<file path="src/rtl/tip_pkg.sv">
// Package: shared read-select encoding and limits for the integrator pin.
// Assumes nothing beyond a 2-bit read select on the top-level port.
package tip_pkg;

    // Read mux selection codes (field position is the rd_sel port, bits 1:0)
    typedef enum logic [1:0] {
        SEL_REPORT = 2'd0,
        SEL_STAGE1 = 2'd1,
        SEL_STAGE2 = 2'd2,
        SEL_PERIOD = 2'd3
    } rd_sel_t;

    // Largest period whose cube still fits in 32 bits
    localparam int unsigned PERIOD_LIMIT = 1625;

endpackage

</file>
<file path="src/rtl/tip_bit_src.sv">
// Module: tip_bit_src
// Picks the bit that feeds the integrators. The on-chip modulator bit is
// used directly; the external pin bit passes through SYNC_STAGES flops.
// Assumes adc_bit is already synchronous to clk.
module tip_bit_src #(
    parameter int SYNC_STAGES = 2
) (
    input  logic clk,
    input  logic rst_n,
    input  logic adc_bit,
    input  logic ext_bit,
    input  logic src_sel,
    output logic bit_o
);

    logic ext_s;

    generate
        if (SYNC_STAGES == 0) begin : g_nosync
            assign ext_s = ext_bit;
        end else begin : g_sync
            logic [SYNC_STAGES-1:0] sync_q;

            // Shift the external bit through the synchronizer chain
            always_ff @(posedge clk) begin
                if (!rst_n) begin
                    sync_q <= '0;
                end else begin
                    sync_q[0] <= ext_bit;
                    for (int i = 1; i < SYNC_STAGES; i++) begin
                        sync_q[i] <= sync_q[i-1];
                    end
                end
            end

            assign ext_s = sync_q[SYNC_STAGES-1];
        end
    endgenerate

    // Source select
    always_comb begin
        bit_o = src_sel ? ext_s : adc_bit;
    end

endmodule

</file>
<file path="src/rtl/tip_integ_chain.sv">
// Module: tip_integ_chain
// STAGES cascaded modulo-2^ACC_W integrators. Stage 0 counts high bits;
// each later stage adds the previous-cycle value of the stage before it.
// Assumes STAGES >= 2. Nothing is ever cleared except by reset.
module tip_integ_chain #(
    parameter int ACC_W  = 32,
    parameter int STAGES = 3
) (
    input  logic             clk,
    input  logic             rst_n,
    input  logic             bit_i,
    output logic [ACC_W-1:0] stage1_o,
    output logic [ACC_W-1:0] stage2_o,
    output logic [ACC_W-1:0] tail_o,
    output logic [ACC_W-1:0] tail_nxt_o
);

    logic [ACC_W-1:0] acc_q   [STAGES];
    logic [ACC_W-1:0] acc_nxt [STAGES];

    // Next values: every stage uses the registered value of its neighbour
    always_comb begin
        acc_nxt[0] = acc_q[0] + {{(ACC_W-1){1'b0}}, bit_i};
        for (int g = 1; g < STAGES; g++) begin
            acc_nxt[g] = acc_q[g] + acc_q[g-1];
        end
    end

    // Register all stages together
    always_ff @(posedge clk) begin
        if (!rst_n) begin
            for (int g = 0; g < STAGES; g++) begin
                acc_q[g] <= '0;
            end
        end else begin
            for (int g = 0; g < STAGES; g++) begin
                acc_q[g] <= acc_nxt[g];
            end
        end
    end

    assign stage1_o   = acc_q[0];
    assign stage2_o   = acc_q[1];
    assign tail_o     = acc_q[STAGES-1];
    assign tail_nxt_o = acc_nxt[STAGES-1];

endmodule

</file>
<file path="src/rtl/tip_period_ctl.sv">
// Module: tip_period_ctl
// Holds the decimation period and counts clocks. wrap_o is high during the
// clock whose edge completes a period. An accepted write restarts the count
// and suppresses a wrap on that edge. Out-of-range writes are dropped.
module tip_period_ctl #(
    parameter int CFG_W      = 16,
    parameter int PER_W      = 11,
    parameter int MAX_PERIOD = 1625,
    parameter int DEF_PERIOD = 16
) (
    input  logic             clk,
    input  logic             rst_n,
    input  logic             wr_i,
    input  logic [CFG_W-1:0] wdata_i,
    output logic [PER_W-1:0] period_o,
    output logic             wrap_o
);

    logic [PER_W-1:0] period_q;
    logic [PER_W-1:0] cnt_q;
    logic             accept;

    // A write is taken only when it lies in 1..MAX_PERIOD
    always_comb begin
        accept = wr_i && (wdata_i != '0) && (wdata_i <= CFG_W'(MAX_PERIOD));
    end

    // Wrap when the count reaches the last clock of the period
    always_comb begin
        wrap_o = (cnt_q == period_q - PER_W'(1)) && !accept;
    end

    // Period register and clock counter
    always_ff @(posedge clk) begin
        if (!rst_n) begin
            period_q <= PER_W'(DEF_PERIOD);
            cnt_q    <= '0;
        end else if (accept) begin
            period_q <= wdata_i[PER_W-1:0];
            cnt_q    <= '0;
        end else if (wrap_o) begin
            cnt_q    <= '0;
        end else begin
            cnt_q    <= cnt_q + PER_W'(1);
        end
    end

    assign period_o = period_q;

endmodule

</file>
<file path="src/rtl/tip_report.sv">
// Module: tip_report
// Latches the post-edge tail value on a wrap, pulses valid the cycle after,
// tracks whether the latched value was acknowledged and raises a sticky
// overrun when an unacknowledged report is replaced.
module tip_report #(
    parameter int ACC_W = 32
) (
    input  logic             clk,
    input  logic             rst_n,
    input  logic             wrap_i,
    input  logic [ACC_W-1:0] tail_nxt_i,
    input  logic             ack_i,
    output logic [ACC_W-1:0] rpt_o,
    output logic             valid_o,
    output logic             overrun_o
);

    logic [ACC_W-1:0] rpt_q;
    logic             valid_q;
    logic             pend_q;
    logic             ovr_q;

    // Report latch and valid pulse
    always_ff @(posedge clk) begin
        if (!rst_n) begin
            rpt_q   <= '0;
            valid_q <= 1'b0;
        end else begin
            valid_q <= wrap_i;
            if (wrap_i) begin
                rpt_q <= tail_nxt_i;
            end
        end
    end

    // Pending flag: set by a new report, cleared by an acknowledge
    always_ff @(posedge clk) begin
        if (!rst_n) begin
            pend_q <= 1'b0;
        end else if (wrap_i) begin
            pend_q <= 1'b1;
        end else if (ack_i) begin
            pend_q <= 1'b0;
        end
    end

    // Sticky overrun: replaced before being acknowledged
    always_ff @(posedge clk) begin
        if (!rst_n) begin
            ovr_q <= 1'b0;
        end else if (wrap_i && pend_q && !ack_i) begin
            ovr_q <= 1'b1;
        end
    end

    assign rpt_o     = rpt_q;
    assign valid_o   = valid_q;
    assign overrun_o = ovr_q;

endmodule

</file>
<file path="src/rtl/tri_integ_pin.sv">
// Module: tri_integ_pin
// Third-order bitstream integrator with periodic, non-clearing reports.
// Assumes the host acknowledges each report by a read with rd_sel = 0.
module tri_integ_pin #(
    parameter int ACC_W      = 32,
    parameter int STAGES     = 3,
    parameter int CFG_W      = 16,
    parameter int MAX_PERIOD = tip_pkg::PERIOD_LIMIT,
    parameter int DEF_PERIOD = 16,
    parameter int EXT_SYNC   = 2
) (
    input  logic             clk,
    input  logic             rst_n,
    input  logic             adc_bit,
    input  logic             ext_bit,
    input  logic             src_sel,
    input  logic             per_wr,
    input  logic [CFG_W-1:0] per_wdata,
    input  logic             rd_en,
    input  logic [1:0]       rd_sel,
    output logic [ACC_W-1:0] rd_data,
    output logic             report_valid,
    output logic             overrun
);

    import tip_pkg::*;

    localparam int PER_W = $clog2(MAX_PERIOD + 1);

    logic             bit_w;
    logic [ACC_W-1:0] stage1_w;
    logic [ACC_W-1:0] stage2_w;
    logic [ACC_W-1:0] tail_w;
    logic [ACC_W-1:0] tail_nxt_w;
    logic [PER_W-1:0] period_w;
    logic             wrap_w;
    logic [ACC_W-1:0] rpt_w;
    logic             ack_w;

    tip_bit_src #(
        .SYNC_STAGES (EXT_SYNC)
    ) u_src (
        .clk     (clk),
        .rst_n   (rst_n),
        .adc_bit (adc_bit),
        .ext_bit (ext_bit),
        .src_sel (src_sel),
        .bit_o   (bit_w)
    );

    tip_integ_chain #(
        .ACC_W  (ACC_W),
        .STAGES (STAGES)
    ) u_chain (
        .clk        (clk),
        .rst_n      (rst_n),
        .bit_i      (bit_w),
        .stage1_o   (stage1_w),
        .stage2_o   (stage2_w),
        .tail_o     (tail_w),
        .tail_nxt_o (tail_nxt_w)
    );

    tip_period_ctl #(
        .CFG_W      (CFG_W),
        .PER_W      (PER_W),
        .MAX_PERIOD (MAX_PERIOD),
        .DEF_PERIOD (DEF_PERIOD)
    ) u_period (
        .clk      (clk),
        .rst_n    (rst_n),
        .wr_i     (per_wr),
        .wdata_i  (per_wdata),
        .period_o (period_w),
        .wrap_o   (wrap_w)
    );

    // Acknowledge: a read strobe aimed at the report
    always_comb begin
        ack_w = rd_en && (rd_sel_t'(rd_sel) == SEL_REPORT);
    end

    tip_report #(
        .ACC_W (ACC_W)
    ) u_report (
        .clk        (clk),
        .rst_n      (rst_n),
        .wrap_i     (wrap_w),
        .tail_nxt_i (tail_nxt_w),
        .ack_i      (ack_w),
        .rpt_o      (rpt_w),
        .valid_o    (report_valid),
        .overrun_o  (overrun)
    );

    // Host read mux
    always_comb begin
        unique case (rd_sel_t'(rd_sel))
            SEL_REPORT: rd_data = rpt_w;
            SEL_STAGE1: rd_data = stage1_w;
            SEL_STAGE2: rd_data = stage2_w;
            default:    rd_data = {{(ACC_W-PER_W){1'b0}}, period_w};
        endcase
    end

endmodule

</file>
<file path="config.mk">
export PLATFORM = sky130hd
export DESIGN_NAME = tri_integ_pin
export DESIGN_NICKNAME = d
export VERILOG_FILES = /design/src/rtl/tip_pkg.sv /design/src/rtl/tip_bit_src.sv /design/src/rtl/tip_integ_chain.sv /design/src/rtl/tip_period_ctl.sv /design/src/rtl/tip_report.sv /design/src/rtl/tri_integ_pin.sv
export SDC_FILE = /design/constraint.sdc
export NUM_CORES = 1
export LEC_CHECK = 0
export BUFFER_PORTS_ARGS = -buffer_cell sky130_fd_sc_hd__buf_2
export CAP_MARGIN = 20
export CORE_ASPECT_RATIO = 0.5
export CORE_MARGIN = 2
export CORE_UTILIZATION = 55
export CTS_CLUSTER_DIAMETER = 120
export DETAILED_ROUTE_END_ITERATION = 16
export PLACE_DENSITY = 0.76
export SYNTH_ARGS = -nofsm -noshare
export SYNTH_HDL_FRONTEND = slang
export SYNTH_HIERARCHICAL = 1
export SYNTH_SLANG_ARGS = --single-unit
</file>
<file path="constraint.sdc">
create_clock -name clk -period 7.4 [get_ports clk]
set_input_delay 1.48 -clock clk [delete_from_list [all_inputs] [get_ports clk]]
set_output_delay 1.48 -clock clk [all_outputs]
set_load 0.02 [all_outputs]
</file>
# After elaboration in Yosys (flattened, before gate mapping)

Memory sizes are Yosys's and may differ from the RTL's.
Cells that the tools add are included.

Add/subtract/negate cells: 5
Magnitude comparators: 1
Equal/unequal tests: 3
Mux-type cells: 9
Bitwise gates (word level): 4
Reduce and logical (&&, ||, !) cells: 12

Operators by type and width:

| cell                                                  | count |
|---|---|
| two-way mux 32 bit                                    | 3 |
| case mux 32 bit (3 select lines)                      | 1 |
| adder 32 bit                                          | 2 |
| adder 32 x 1 -> 32 bit                                | 1 |
| <= comparator 16 x 11 -> 1 bit, second input constant | 1 |
| nonzero test 16 bit                                   | 1 |
| adder 11 x 1 -> 11 bit, second input constant         | 1 |
| equality test 11 bit                                  | 1 |
| subtractor 11 x 1 -> 11 bit, second input constant    | 1 |
| logical AND 1 bit                                     | 6 |
| two-way mux 1 bit                                     | 5 |
| bitwise OR 1 bit                                      | 3 |
| OR reduction 3 bit                                    | 1 |
| equality test 2 x 1 -> 1 bit, second input constant   | 1 |
| equality test 2 bit, second input constant            | 1 |
| logical NOT 1 bit                                     | 2 |
| logical NOT 2 bit                                     | 1 |
| nonzero test 2 bit                                    | 1 |
| NOT 1 bit                                             | 1 |

Flip-flop bits (word level): 59
RAM bits: 96
Output and inout port bits: 34
Word-level logic and storage cells: 42
Memories kept: 1

Memory list:

| memory        | words | bits a word | read ports | clocked after Yosys merged registers in | write ports | RTL line              | source |
|---|---|---|---|---|---|---|---|
| u_chain.acc_q | 3     | 32          | 3          | 0                                       | 3           | tip_integ_chain.sv:18 | `logic [ACC_W-1:0] acc_q [STAGES];` |

# Depth between registers and ports, before layout

Gate-level depths: netlist of the first run.

Depth in word-level cells: 7
Depth in mapped cells: 12
Depth with buffers taken out: 11

# By module

Netlist of the first run, hierarchy kept.

Modules (own cells, without submodules):

| module          | instances | cells an instance | area each (um^2) |
|---|---|---|---|
| tip_integ_chain | 1         | 874               | 6942.9 |
| tip_period_ctl  | 1         | 167               | 1406.3 |
| tip_report      | 1         | 110               | 1325.0 |
| tri_integ_pin   | 1         | 65                | 744.5 |
| tip_bit_src     | 1         | 5                 | 67.6 |

# Worst setup path after synthesis of the first run

No wires, ideal clock.

Path type: input-to-output
Start: input rd_sel[1]
End: output rd_data[12]
Arrival: 2300 ps
Required time: 5920 ps
Setup slack: 3620 ps
Stages on the path: 4
Path through: buf_2 buf_4 mux2i_1 o2bb2ai_1

Word-level cells in the longest chain between the ends: 2
Elaborated cells on any way between the ends: 4
Those cells by class: eq/ne (2); mux (1); reduce/logical (1)

Ends and longest elaborated chain:

| what                                              | RTL line            | source |
|---|---|---|
| start: declaration                                | tri_integ_pin.sv:20 | `input logic [1:0] rd_sel,` |
| equality test 2 bit, or another cell as far along | tri_integ_pin.sv:98 | `unique case (rd_sel_t'(rd_sel))` |
| case mux 32 bit (3 select lines) *                | tri_integ_pin.sv:98 |  |
| end: declaration                                  | tri_integ_pin.sv:21 | `output logic [ACC_W-1:0] rd_data,` |

Mark *: on every way between the ends. The rest lies on a longest branch, timed or not.

# Worst setup path in the final report of the first run

Start: input rd_sel[0]
End: output rd_data[29]

The elaborated chain is that of the path after synthesis.

==> results of run 1 <==
[critical path, delay by kind of cell]
kind | cells | cell delay (ns)
AO/OA/AOI/OAI | 1 | 0.16
buffers and inverters | 3 | 1.20
AND/OR/NAND/NOR | 1 | 0.38
[cell type report]
cell class | count | area (um^2) | share of cell area, %
Tap cell | 259 | 324.1 | 2.906
Multi-Input combinational cell | 948 | 6711 | 60.18
Inverter | 21 | 78.83 | 0.7068
Clock buffer | 18 | 439.2 | 3.938
Sequential cell | 155 | 3103 | 27.82
Timing Repair Buffer | 63 | 327.8 | 2.939
Clock inverter | 14 | 168.9 | 1.514
[Yosys cell counts (all sizes together), types with 29 or more instances]
| cell | count |
|---|---|
| xor2 | 47 |
| o21ai | 48 |
| nor2b | 41 |
| buf | 56 |
| and2 | 36 |
| xnor2 | 44 |
| nor2 | 87 |
| nand2 | 87 |
| clkbuf | 41 |
| nand3 | 42 |
| a21oi | 108 |
| ha | 66 |
| nor3 | 29 |
| dfxtp | 155 |
| mux2i | 60 |
[power by group]
part / internal [mW] / leakage [nW] / switching [mW]
sequential: 0.842 / 1.25 / 0.00861
clock: 0.541 / 0.296 / 0.370
combinational: 0.0347 / 3.00 / 0.0479
total: 1.42 / 4.55 / 0.427
[cell usage in the layout, fill, tap and decap left out, types with 5 or more instances in the layout]
cell type / count
dfxtp_1: 155
a21oi_1: 108
nand2_1: 87
nor2_1: 86
ha_1: 66
mux2i_1: 60
buf_2: 58
xor2_1: 47
xnor2_1: 44
nand3_1: 42
nor2b_1: 41
o21ai_0: 35
and2_1: 35
nor3_1: 27
a21o_1: 26
nand4_1: 24
o2bb2ai_1: 21
inv_1: 20
clkbuf_16: 17
o211ai_1: 17
o21a_1: 17
and3_1: 14
o21ai_1: 13
or3_1: 12
nor3b_1: 9
o21bai_1: 9
mux4_2: 7
a211oi_1: 7
a31oi_1: 7
nor4_1: 7
nand2b_1: 6
buf_4: 5
and4_1: 5
[layer usage]
| metal | global-route usage (%) | part of all wire (%) |
|---|---|---|
| met5 | 0 | 0 |
| met4 | 7.577 | 1.4 |
| met3 | 5.927 | 9.4 |
| met2 | 43.90 | 44 |
| met1 | 37.52 | 45 |
[kinds of logic after synthesis]
family | synth area share [%]
DFF | 29.59
xor gates and xnor gates | 7.815
adders and majority gates | 8.257
buffers and inverters | 6.419
muxes | 8.376
and+or+nand+nor | 20.58
AOI/OAI and AO/OA | 18.96
[flip-flops by register name, summed over array words and instances, names as in the netlist]
register / cells
u_report/valid_o: 1
u_report/overrun_o: 1
u_chain/acc_q: 96
u_period/cnt_q: 11
u_src/g_sync.sync_q: 2
u_period/period_o: 11
u_report/pend_q: 1
u_report/rpt_o: 32
[path summary, 6_finish.rpt]
check / to / cells after the start / startpoint / slack (ns)
max: rd_data[29] / 5 / rd_sel[0] / 2.67
min: u_src/g_sync.sync_q[1]$_SDFF_PN0_ / 1 / u_src/g_sync.sync_q[0]$_SDFF_PN0_ / 0.43
max reg2reg: u_report/rpt_o[21]$_SDFFE_PN0P_ / 10 / u_period/period_o[0]$_SDFFE_PN0P_ / 4.01
min reg2reg: u_src/g_sync.sync_q[1]$_SDFF_PN0_ / 1 / u_src/g_sync.sync_q[0]$_SDFF_PN0_ / 0.43
==> results.ini, run 1 <==
[outcome]
status=completed

[critical_path]
cp_max_fo=34
crit_required_ns=5.92
slowest_stage=buf_2
path_cells=buf_2 > nor2b_1 > buf_4 > o2bb2ai_1 > buf_2
endpoint_kind=primary output
worst_path_most_repeated_cell=buf_2
crit_arrival_ns=3.25
cp-start-kind=input pin
cpPeakStageDelay_ns=0.67
crit_type=input pin to primary output

[detailed_routing]
vias=9178
drt_iter0_drc=994
wl_per_cell_um=18.34
vias_per_cell=6.210
antenna_left=0
dr.pass1.iters=5
drcViolationCount=0
wl_um=27110

[yosys]
syn_avg_cell_area_um2=8.588
yosysTopAreaCellShare_pct=29.59
synth_area_leader_cell=dfxtp_1
synth_edf_count=0
synth-seq-cells=155
synth_seq_area_share_pct=29.59
syn_inst=1221
synth_cell_types=78
synth_flop_cell=dfxtp_1
synthesis.nets=1314
yosys-top-cells-area=dfxtp_1 (30%), ha_1 (7.9%), mux2i_1 (5.7%)
yosys_warnings=6
synthArstFlopShare_pct=0
netlist_area_um2=10490

[power]
leakagePower_nw=4.549
vdd_ir_drop_max_mv=0.1674
p_per_area_nw_per_um2=165.4
p_total_mw=1.845

[clock_network]
cts_resized=0
cts_hold_buf=0
cts_setup_buffers=0
numCtsBuffers=17
clk_latency_ns=0.42
cts_buffer_depth=2
cts_sinks=155
cts-root-buf=clkbuf_16
path_clk_slew_ns=0.06
cts_tree=yes
htree_levels=4

[cells_and_area]
antenna_cells=0
syn2layout_area_growth_pct=6.360
finalNonFillerCells=1478
fin_area_um2=11150
drive_gt1_share_pct=10.25
n_fill_cell=1602
num-nets-final=1299
finish.utilization_pct=60.21

[global_route]
grt_pass1_vias=8295
grt_use_total_pct=27.39
grt_pass1_wl_um=43230
grt_overflow=0
antenna_found_initial=0
grt_max_degree=90

[timing]
worstMarginPinSlew_ns=1.023
slew_viol_final=0
clock.fmax_mhz=211.4
finalHoldViolations=0
finalSetupTns_ns=0
whs_ns=0.4293
slew_headroom_pct=31.79
fin_crit_ns=4.730
finalClockSkew_ns=0.009014
setup_viol=0
rsz0062_at_grt=false
layout_setup_ws_ns=2.670
fin_crit_sh_pct=63.91

[placement]
gp_congestion=0.9574
place_inst=1446
place_ws_ns=2.687
hpwl_um=19560
place_area_um2=10550
port_buffers=58

[floorplanning]
die_area_um2=20250
die_h_um=101.6
initial_core_util_pct=56.61
core_area_um2=18520
io-pin-count=59
die_x_um=199.3
rows=35

[min_path]
hp-class=flip-flop to flip-flop

[run]
drv_cap=0

Note: power is estimated with default switching activity, not from simulation.
==> run 2, diff against run 1 <==
==> constraint.sdc (replaced) <==
create_clock -name clk -period 4.7 [get_ports clk]
set_input_delay 0.94 -clock clk [delete_from_list [all_inputs] [get_ports clk]]
set_output_delay 0.94 -clock clk [all_outputs]
set_load 0.02 [all_outputs]
==> run 2 against run 1 <==
Against the previous run: register-to-register slack worse by 2.9 ns; count of clock-buffer cells in the layout rose by 3; flip-flop and latch count unchanged.
==> results.ini, run 2 (synthesis results as in run 1) <==
[placement]
gp_congestion=0.8877  ; -7.3%
place_area_um2=10560  ; +0.12%
port_buffers=58  ; unchanged
hpwl_um=19940  ; +2.0%

[clock_network]
htree_levels=4  ; unchanged
cts-root-buf=clkbuf_16
cts_hold_buf=0  ; unchanged
cts_setup_buffers=0  ; unchanged
clk_latency_ns=0.42  ; about the same
cts_resized=0  ; unchanged
cts_tree=yes
cts_buffer_depth=2  ; unchanged
cts_sinks=155  ; unchanged
numCtsBuffers=17  ; unchanged
path_clk_slew_ns=0.06  ; about the same

[detailed_routing]
wl_um=26520  ; -2.2%
wl_per_cell_um=17.92  ; -2.3%
dr.pass1.iters=5  ; unchanged
met3_length_um=1698  ; -33%
antenna_left=0  ; unchanged
vias_per_cell=6.064  ; -2.4%
drt_iter0_drc=630  ; -37%
drt-met1-wl_um=12120  ; -0.90%
wl_met2_um=12330  ; +3.0%
drcViolationCount=0  ; unchanged
vias=8974  ; -2.2%
topRoutingLayerUsed=met4

[floorplanning]
rows=35  ; unchanged
initial_core_util_pct=56.61  ; unchanged
io-pin-count=59  ; unchanged
die_area_um2=20250  ; unchanged
die_h_um=101.6  ; unchanged
core_area_um2=18520  ; unchanged
die_x_um=199.3  ; unchanged

[global_route]
grt_use_total_pct=26.97  ; -0.42 points
antenna_found_initial=1  ; +1
grt_pass1_wl_um=42790  ; -1.0%
grt_pass1_vias=8446  ; +1.8%
grt_overflow=0  ; unchanged
grt_max_degree=89  ; -1.1%

[cells_and_area]
finish.utilization_pct=59.95  ; -0.26 points
layout_commonest_cell=dfxtp_1
antenna_cells=0  ; unchanged
drive_gt1_share_pct=10.16  ; -0.099 points
regMostFlops=u_chain/acc_q
final_cell_mix=dfxtp_1 (155), a21oi_1 (108), nand2_1 (87)
syn2layout_area_growth_pct=5.894
largest_register_ffs=96  ; unchanged
num-nets-final=1301  ; +0.15%
fin_area_um2=11100  ; -0.44%

[min_path]
hold_start=u_src/g_sync.sync_q[0]$_SDFF_PN0_
hold-path-cell-count=1  ; unchanged
min_to=u_src/g_sync.sync_q[1]$_SDFF_PN0_
hp-class=flip-flop to flip-flop

[critical_path]
r2r_cells=10  ; unchanged
cp_max_fo=31  ; -8.8%
crit_required_ns=5.01  ; -0.91 ns
cp-start-kind=flip-flop
slowest_stage=and3b_2
crit_type=flip-flop to flip-flop
cpPeakStageDelay_ns=0.91  ; +0.24 ns
endpoint_kind=flip-flop
path_cells=inv_1 > ha_1 > nor3b_1 > xnor2_1 > nor4b_1 > o2111a_1 > and3b_2 > buf_4 > mux2i_1 > nor2b_1
crit_arrival_ns=3.88  ; +0.63 ns
rr_startpoint=u_period/period_o[0]$_SDFFE_PN0P_
r2r_slack_ns=1.13  ; -2.88 ns
crit-reg2reg-capture=u_report/rpt_o[6]$_SDFFE_PN0P_

[timing]
fin_crit_sh_pct=75.89
rsz0062_at_grt=false
slew_viol_final=0  ; unchanged
finalClockSkew_ns=0.008480  ; -0.0005343 ns
clock.fmax_mhz=280.3
worstMarginPinSlew_ns=0.9625  ; -0.06061 ns
fin_crit_ns=3.567
finalSetupTns_ns=0  ; unchanged
setup_viol=0  ; unchanged
slew_headroom_pct=35.83  ; +4.0 points
finalHoldViolations=0  ; unchanged

[power]
vdd_ir_drop_max_mv=0.2667  ; +59%
leakagePower_nw=4.530  ; -0.42%
p_per_area_nw_per_um2=250.4  ; +51%

[run]
drv_cap=0  ; unchanged

[outcome]
status=completed

[run 2: changes by cell type in the layout (fill, tap and decap cells not counted)]
| cell | before | now |
|---|---|---|
| clkinv_4 | 3 | 2 |
| buf_4 | 5 | 6 |
| buf_2 | 58 | 59 |
| bufinv_16 | 3 | 1 |
| clkinv_2 | 4 | 5 |
| inv_6 | 2 | 1 |
| clkbuf_1 | 0 | 3 |
[run 2: worst max path at each step]
stage / startpoint / end / slack, ns / depth (start not counted)
6_report: u_period/period_o[0]$_SDFFE_PN0P_ / u_report/rpt_o[6]$_SDFFE_PN0P_ / 1.13 / 10
5_1_grt: u_period/period_o[0]$_SDFFE_PN0P_ / u_report/rpt_o[6]$_SDFFE_PN0P_ / 0.81 / 10
4_1_cts: u_period/period_o[0]$_SDFFE_PN0P_ / u_report/rpt_o[6]$_SDFFE_PN0P_ / 1.15 / 10
3_5_place_dp: per_wdata[12] / u_report/rpt_o[6]$_SDFFE_PN0P_ / 1.11 / 8
3_3_place_gp: per_wdata[12] / u_report/rpt_o[6]$_SDFFE_PN0P_ / 1.17 / 8
2_1_floorplan: per_wdata[12] / u_report/overrun_o$_SDFFE_PN0P_ / 1.69 / 8
[run 2: worst max-delay path: cells and delay by family (launching register included)]
family,cells,cell delay [ns]
xor gates and xnor gates,1,0.14
buffers and inverters,2,0.36
AOI/OAI and AO/OA,1,0.54
DFF,1,0.52
and+or+nand+nor,4,1.44
adders and majority gates,1,0.24
muxes,1,0.20
[run 2: metal layers]
metal | vias to the layer above | track usage [%]
li1 | 4382 | -
met1 | 4260 | 35.44
met2 | 297 | 46.58
met3 | 35 | 4.429
met4 | 0 | 6.946
met5 | - | 0
[run 2: final cells by class]
| cell class | count | area [um^2] |
|---|---|---|
| fillers | 1609 | 7420 |
| multi-input cells | 948 | 6711 |
| flip-flops and latches | 155 | 3103 |
| clock buffers | 21 | 450.4 |
| repair buffers | 65 | 340.3 |
| well taps | 259 | 324.1 |
| clock inverters | 11 | 96.34 |
| inverters | 21 | 78.83 |
[run 2: where the power goes]
group          total, mW  switching [mW]  internal [mW]
registers           1.34          0.0122           1.33
logic              0.129          0.0746         0.0541
clock network       1.31           0.572          0.742
total               2.78           0.658           2.12
[run 2: metrics by stage]
step | cells | hold WS, ns | total power, mW | setup slack [ns]
2_1_floorplan | 1221 | 0.4057 | 1.471 | 1.691
3_3_place_gp | 1447 | 0.4135 | 1.492 | 1.175
3_5_place_dp | 1448 | 0.4229 | 1.496 | 1.107
4_1_cts | 1480 | 0.4416 | 2.801 | 1.152
5_1_grt | 1480 | 0.4678 | 2.871 | 0.8118
6_report | 1480 | 0.4363 | 2.780 | 1.133
==> run 3, diff against run 2 <==
--- a/config.mk
+++ b/config.mk
@@ -5,6 +5,7 @@
 export SDC_FILE = /design/constraint.sdc
 export NUM_CORES = 1
 export LEC_CHECK = 0
+export ABC_AREA = 1
 export BUFFER_PORTS_ARGS = -buffer_cell sky130_fd_sc_hd__buf_2
 export CAP_MARGIN = 20
 export CORE_ASPECT_RATIO = 0.5
@@ -12,7 +13,7 @@
 export CORE_UTILIZATION = 55
 export CTS_CLUSTER_DIAMETER = 120
 export DETAILED_ROUTE_END_ITERATION = 16
-export PLACE_DENSITY = 0.76
+export PLACE_DENSITY = 0.79
 export SYNTH_ARGS = -nofsm -noshare
 export SYNTH_HDL_FRONTEND = slang
 export SYNTH_HIERARCHICAL = 1
==> constraint.sdc (replaced) <==
create_clock -name clk -period 3.1 [get_ports clk]
set_input_delay 0.62 -clock clk [delete_from_list [all_inputs] [get_ports clk]]
set_output_delay 0.62 -clock clk [all_outputs]
set_load 0.02 [all_outputs]
==> run 3 against run 2 <==
Against the previous run: combinational power grew 65%; core utilization grew 0.86 points; synthesized cell count grew 66%; critical path depth shrank 4; die area grew 13%.
==> results.ini, run 3 <==
[timing]
fin_crit_sh_pct=83.43
finalHoldViolations=0  ; unchanged
finalSetupTns_ns=0  ; unchanged
worstMarginPinSlew_ns=0.6600  ; -0.3025 ns
fin_crit_ns=2.586
slew_headroom_pct=55.90  ; +20 points
finalClockSkew_ns=0.009692  ; +0.001212 ns
rsz0062_at_grt=false
clock.fmax_mhz=386.7
slew_viol_final=0  ; unchanged
setup_viol=0  ; unchanged

[critical_path]
cp_max_fo=21  ; -32%
rr_startpoint=u_chain/acc_q[0][32]$_SDFF_PN0_
cp-start-kind=input pin
crit_required_ns=2.48  ; -2.53 ns
r2r_slack_ns=0.72  ; -0.41 ns
endpoint_kind=primary output
crit-reg2reg-capture=u_report/rpt_o[24]$_SDFFE_PN0P_
crit_arrival_ns=1.97  ; -1.91 ns
r2r_cells=17  ; +7
crit_type=input pin to primary output

[floorplanning]
die_area_um2=22810  ; +13%
initial_core_util_pct=56.89  ; +0.29 points
die_x_um=211.6  ; +6.2%
rows=37  ; +5.7%
io-pin-count=59  ; unchanged
core_area_um2=20830  ; +12%
die_h_um=107.8  ; +6.1%

[placement]
hpwl_um=25100  ; +26%
gp_congestion=0.9719  ; +9.5%
port_buffers=58  ; unchanged

[yosys]
syn_avg_cell_area_um2=5.839  ; -32%
synthesis.nets=2123  ; +62%
yosys.cell_count.top_type=nand2_1
synth_edf_count=0  ; unchanged
synth_flop_cell=dfxtp_1
yosys-top-cells-area=dfxtp_1 (26%), nand2_1 (24%), inv_1 (11%)
netlist_area_um2=11850  ; +13%
synth_cell_types=41  ; -47%
synthTopCellsByCount=nand2_1 (755), inv_1 (336), nor2_1 (257), dfxtp_1 (155), nand3_1 (110)
synth_area_leader_cell=dfxtp_1
synthArstFlopShare_pct=0  ; unchanged
syn_inst=2030  ; +66%
yosys_warnings=6  ; unchanged
yosysTopAreaCellShare_pct=26.18  ; -3.4 points
synth-seq-cells=155  ; unchanged
synth_seq_area_share_pct=26.18  ; -3.4 points

[global_route]
grt_pass1_wl_um=52180  ; +22%
grt_overflow=0  ; unchanged
grt_use_total_pct=29.41  ; +2.4 points
antenna_found_initial=1  ; unchanged
grt_pass1_vias=10350  ; +23%
grt_max_degree=71  ; -20%

[cells_and_area]
antenna_cells=0  ; unchanged
final_cell_mix=nand2_1 (755), inv_1 (336), nor2_1 (256)
seq_area_um2=3103  ; unchanged
n_fill_cell=2057  ; +28%
syn2layout_area_growth_pct=6.872
num-nets-final=2138  ; +64%
largest_register_ffs=96  ; unchanged
drive_gt1_share_pct=6.764  ; -3.4 points
layout_commonest_cell=nand2_1
multiInputGateArea_um2=6969  ; +3.8%
regMostFlops=u_chain/acc_q

[power]
leakagePower_nw=6.945  ; +53%
internal-power_mw=3.249  ; +53%
p_clk_share_pct=47.4  ; +0.2 points
p_per_area_nw_per_um2=336.5  ; +34%
power_switching_mw=1.014  ; +54%
power_frac_comb_pct=5.0  ; +0.4 points
vdd_ir_drop_max_mv=0.3148  ; +18%
seqPwrFrac_pct=47.6  ; -0.5 points
p_total_mw=4.263  ; +53%
switching_share_pct=23.78  ; +0.093 points

[clock_network]
cts_tree=yes
cts_buffer_depth=2  ; unchanged
numCtsBuffers=17  ; unchanged
cts_sinks=155  ; unchanged
cts_hold_buf=0  ; unchanged
cts_resized=0  ; unchanged
htree_levels=4  ; unchanged
cts-root-buf=clkbuf_16
cts_setup_buffers=0  ; unchanged
clk_latency_ns=0.44  ; +0.02 ns
path_clk_slew_ns=0.06  ; about the same

[run]
drv_cap=0  ; unchanged

[detailed_routing]
vias=11920  ; +33%
dr.pass1.iters=8  ; +3
drt_iter0_drc=1300  ; +110%
wl_um=32330  ; +22%
drcViolationCount=0  ; unchanged
vias_per_cell=5.119  ; -16%
wl_per_cell_um=13.89  ; -22%
antenna_left=0  ; unchanged

[outcome]
status=completed

[min_path]
min_to=u_src/g_sync.sync_q[0]$_SDFF_PN0_
hp-class=input pin to flip-flop
hold-path-cell-count=3  ; +2
hold_start=ext_bit

## run 3: cell count changes after synthesis, sizes merged, moves of 40 or more
cell / before / now
nor2: 87 / 278
mux2i: 60 / 0
inv: 21 / 342
nor2b: 41 / 1
nand2: 87 / 759
nand3: 42 / 113
## run 3: cell type report
| class | count | area share (%) |
|---|---|---|
| tap | 273 | 2.697 |
| timing repair buffer | 69 | 3.260 |
| clock buffer | 18 | 3.388 |
| multi-input combinational | 1460 | 55.02 |
| sequential | 155 | 24.50 |
| clock inverter | 11 | 0.9878 |
| inverter | 342 | 10.15 |
## run 3: logic make-up after synthesis
family | Yosys count | synth area share, %
AND/OR/NAND/NOR | 1240 | 43.49
buffers and inverters | 415 | 15.09
flip-flops | 155 | 26.18
AO/OA/AOI/OAI | 112 | 4.919
adder cells (fa/ha/maj) | 68 | 7.305
XOR/XNOR | 40 | 3.019
## run 3: how the worst max path moves through the flow
stage                                         start                              end  slack, ns  cells past startpoint
detailed placement                        rd_sel[1]                      rd_data[29]       0.58                      6
global placement                          rd_sel[1]                      rd_data[26]       0.60                      6
global route                              rd_sel[1]                      rd_data[24]       0.38                      6
CTS                                       rd_sel[1]                      rd_data[29]       0.58                      6
floorplan           u_chain/acc_q[0][32]$_SDFF_PN0_  u_report/rpt_o[24]$_SDFFE_PN0P_       1.08                     17
finish                                    rd_sel[1]                      rd_data[25]       0.51                      6
## run 3: power by group through the flow
stage	Combinational, mW	Sequential [mW]	Clock [mW]
detailed placement	0.208	2.07	0
floorplan	0.168	2.07	0
finish	0.213	2.03	2.02
CTS	0.211	2.03	2.06
global placement	0.208	2.07	0
global route	0.239	2.03	2.14
## run 3: worst max-delay path, stage by stage
cell and delay [ns]:
buf_2 0.24, inv_2 0.17, nor2_4 0.54, nand2_1 0.11, nand3_1 0.11, buf_2 0.17
## run 3: layer usage
layer | part of all wire, % | wire length, um | GRT usage, % | vias up
li1 | - | - | - | 6176
met1 | 48 | 15470 | 41.82 | 5228
met2 | 41 | 13310 | 45.00 | 466
met3 | 8.8 | 2842 | 4.959 | 47
met4 | 2.2 | 709 | 9.960 | 0
met5 | 0 | 0 | 0 | -
## run 3: per-stage QoR
stage	cell area [um^2]	instances	hold WS [ns]	setup slack, ns	utilization (%)
floorplan	11850	2030	0.3856	1.076	-
global placement	12110	2299	0.3990	0.6006	58.14
detailed placement	12110	2299	0.3958	0.5823	58.14
CTS	12670	2328	0.3581	0.5809	60.80
global route	12670	2328	0.3827	0.3833	60.80
finish	12670	2328	0.3710	0.5138	60.80
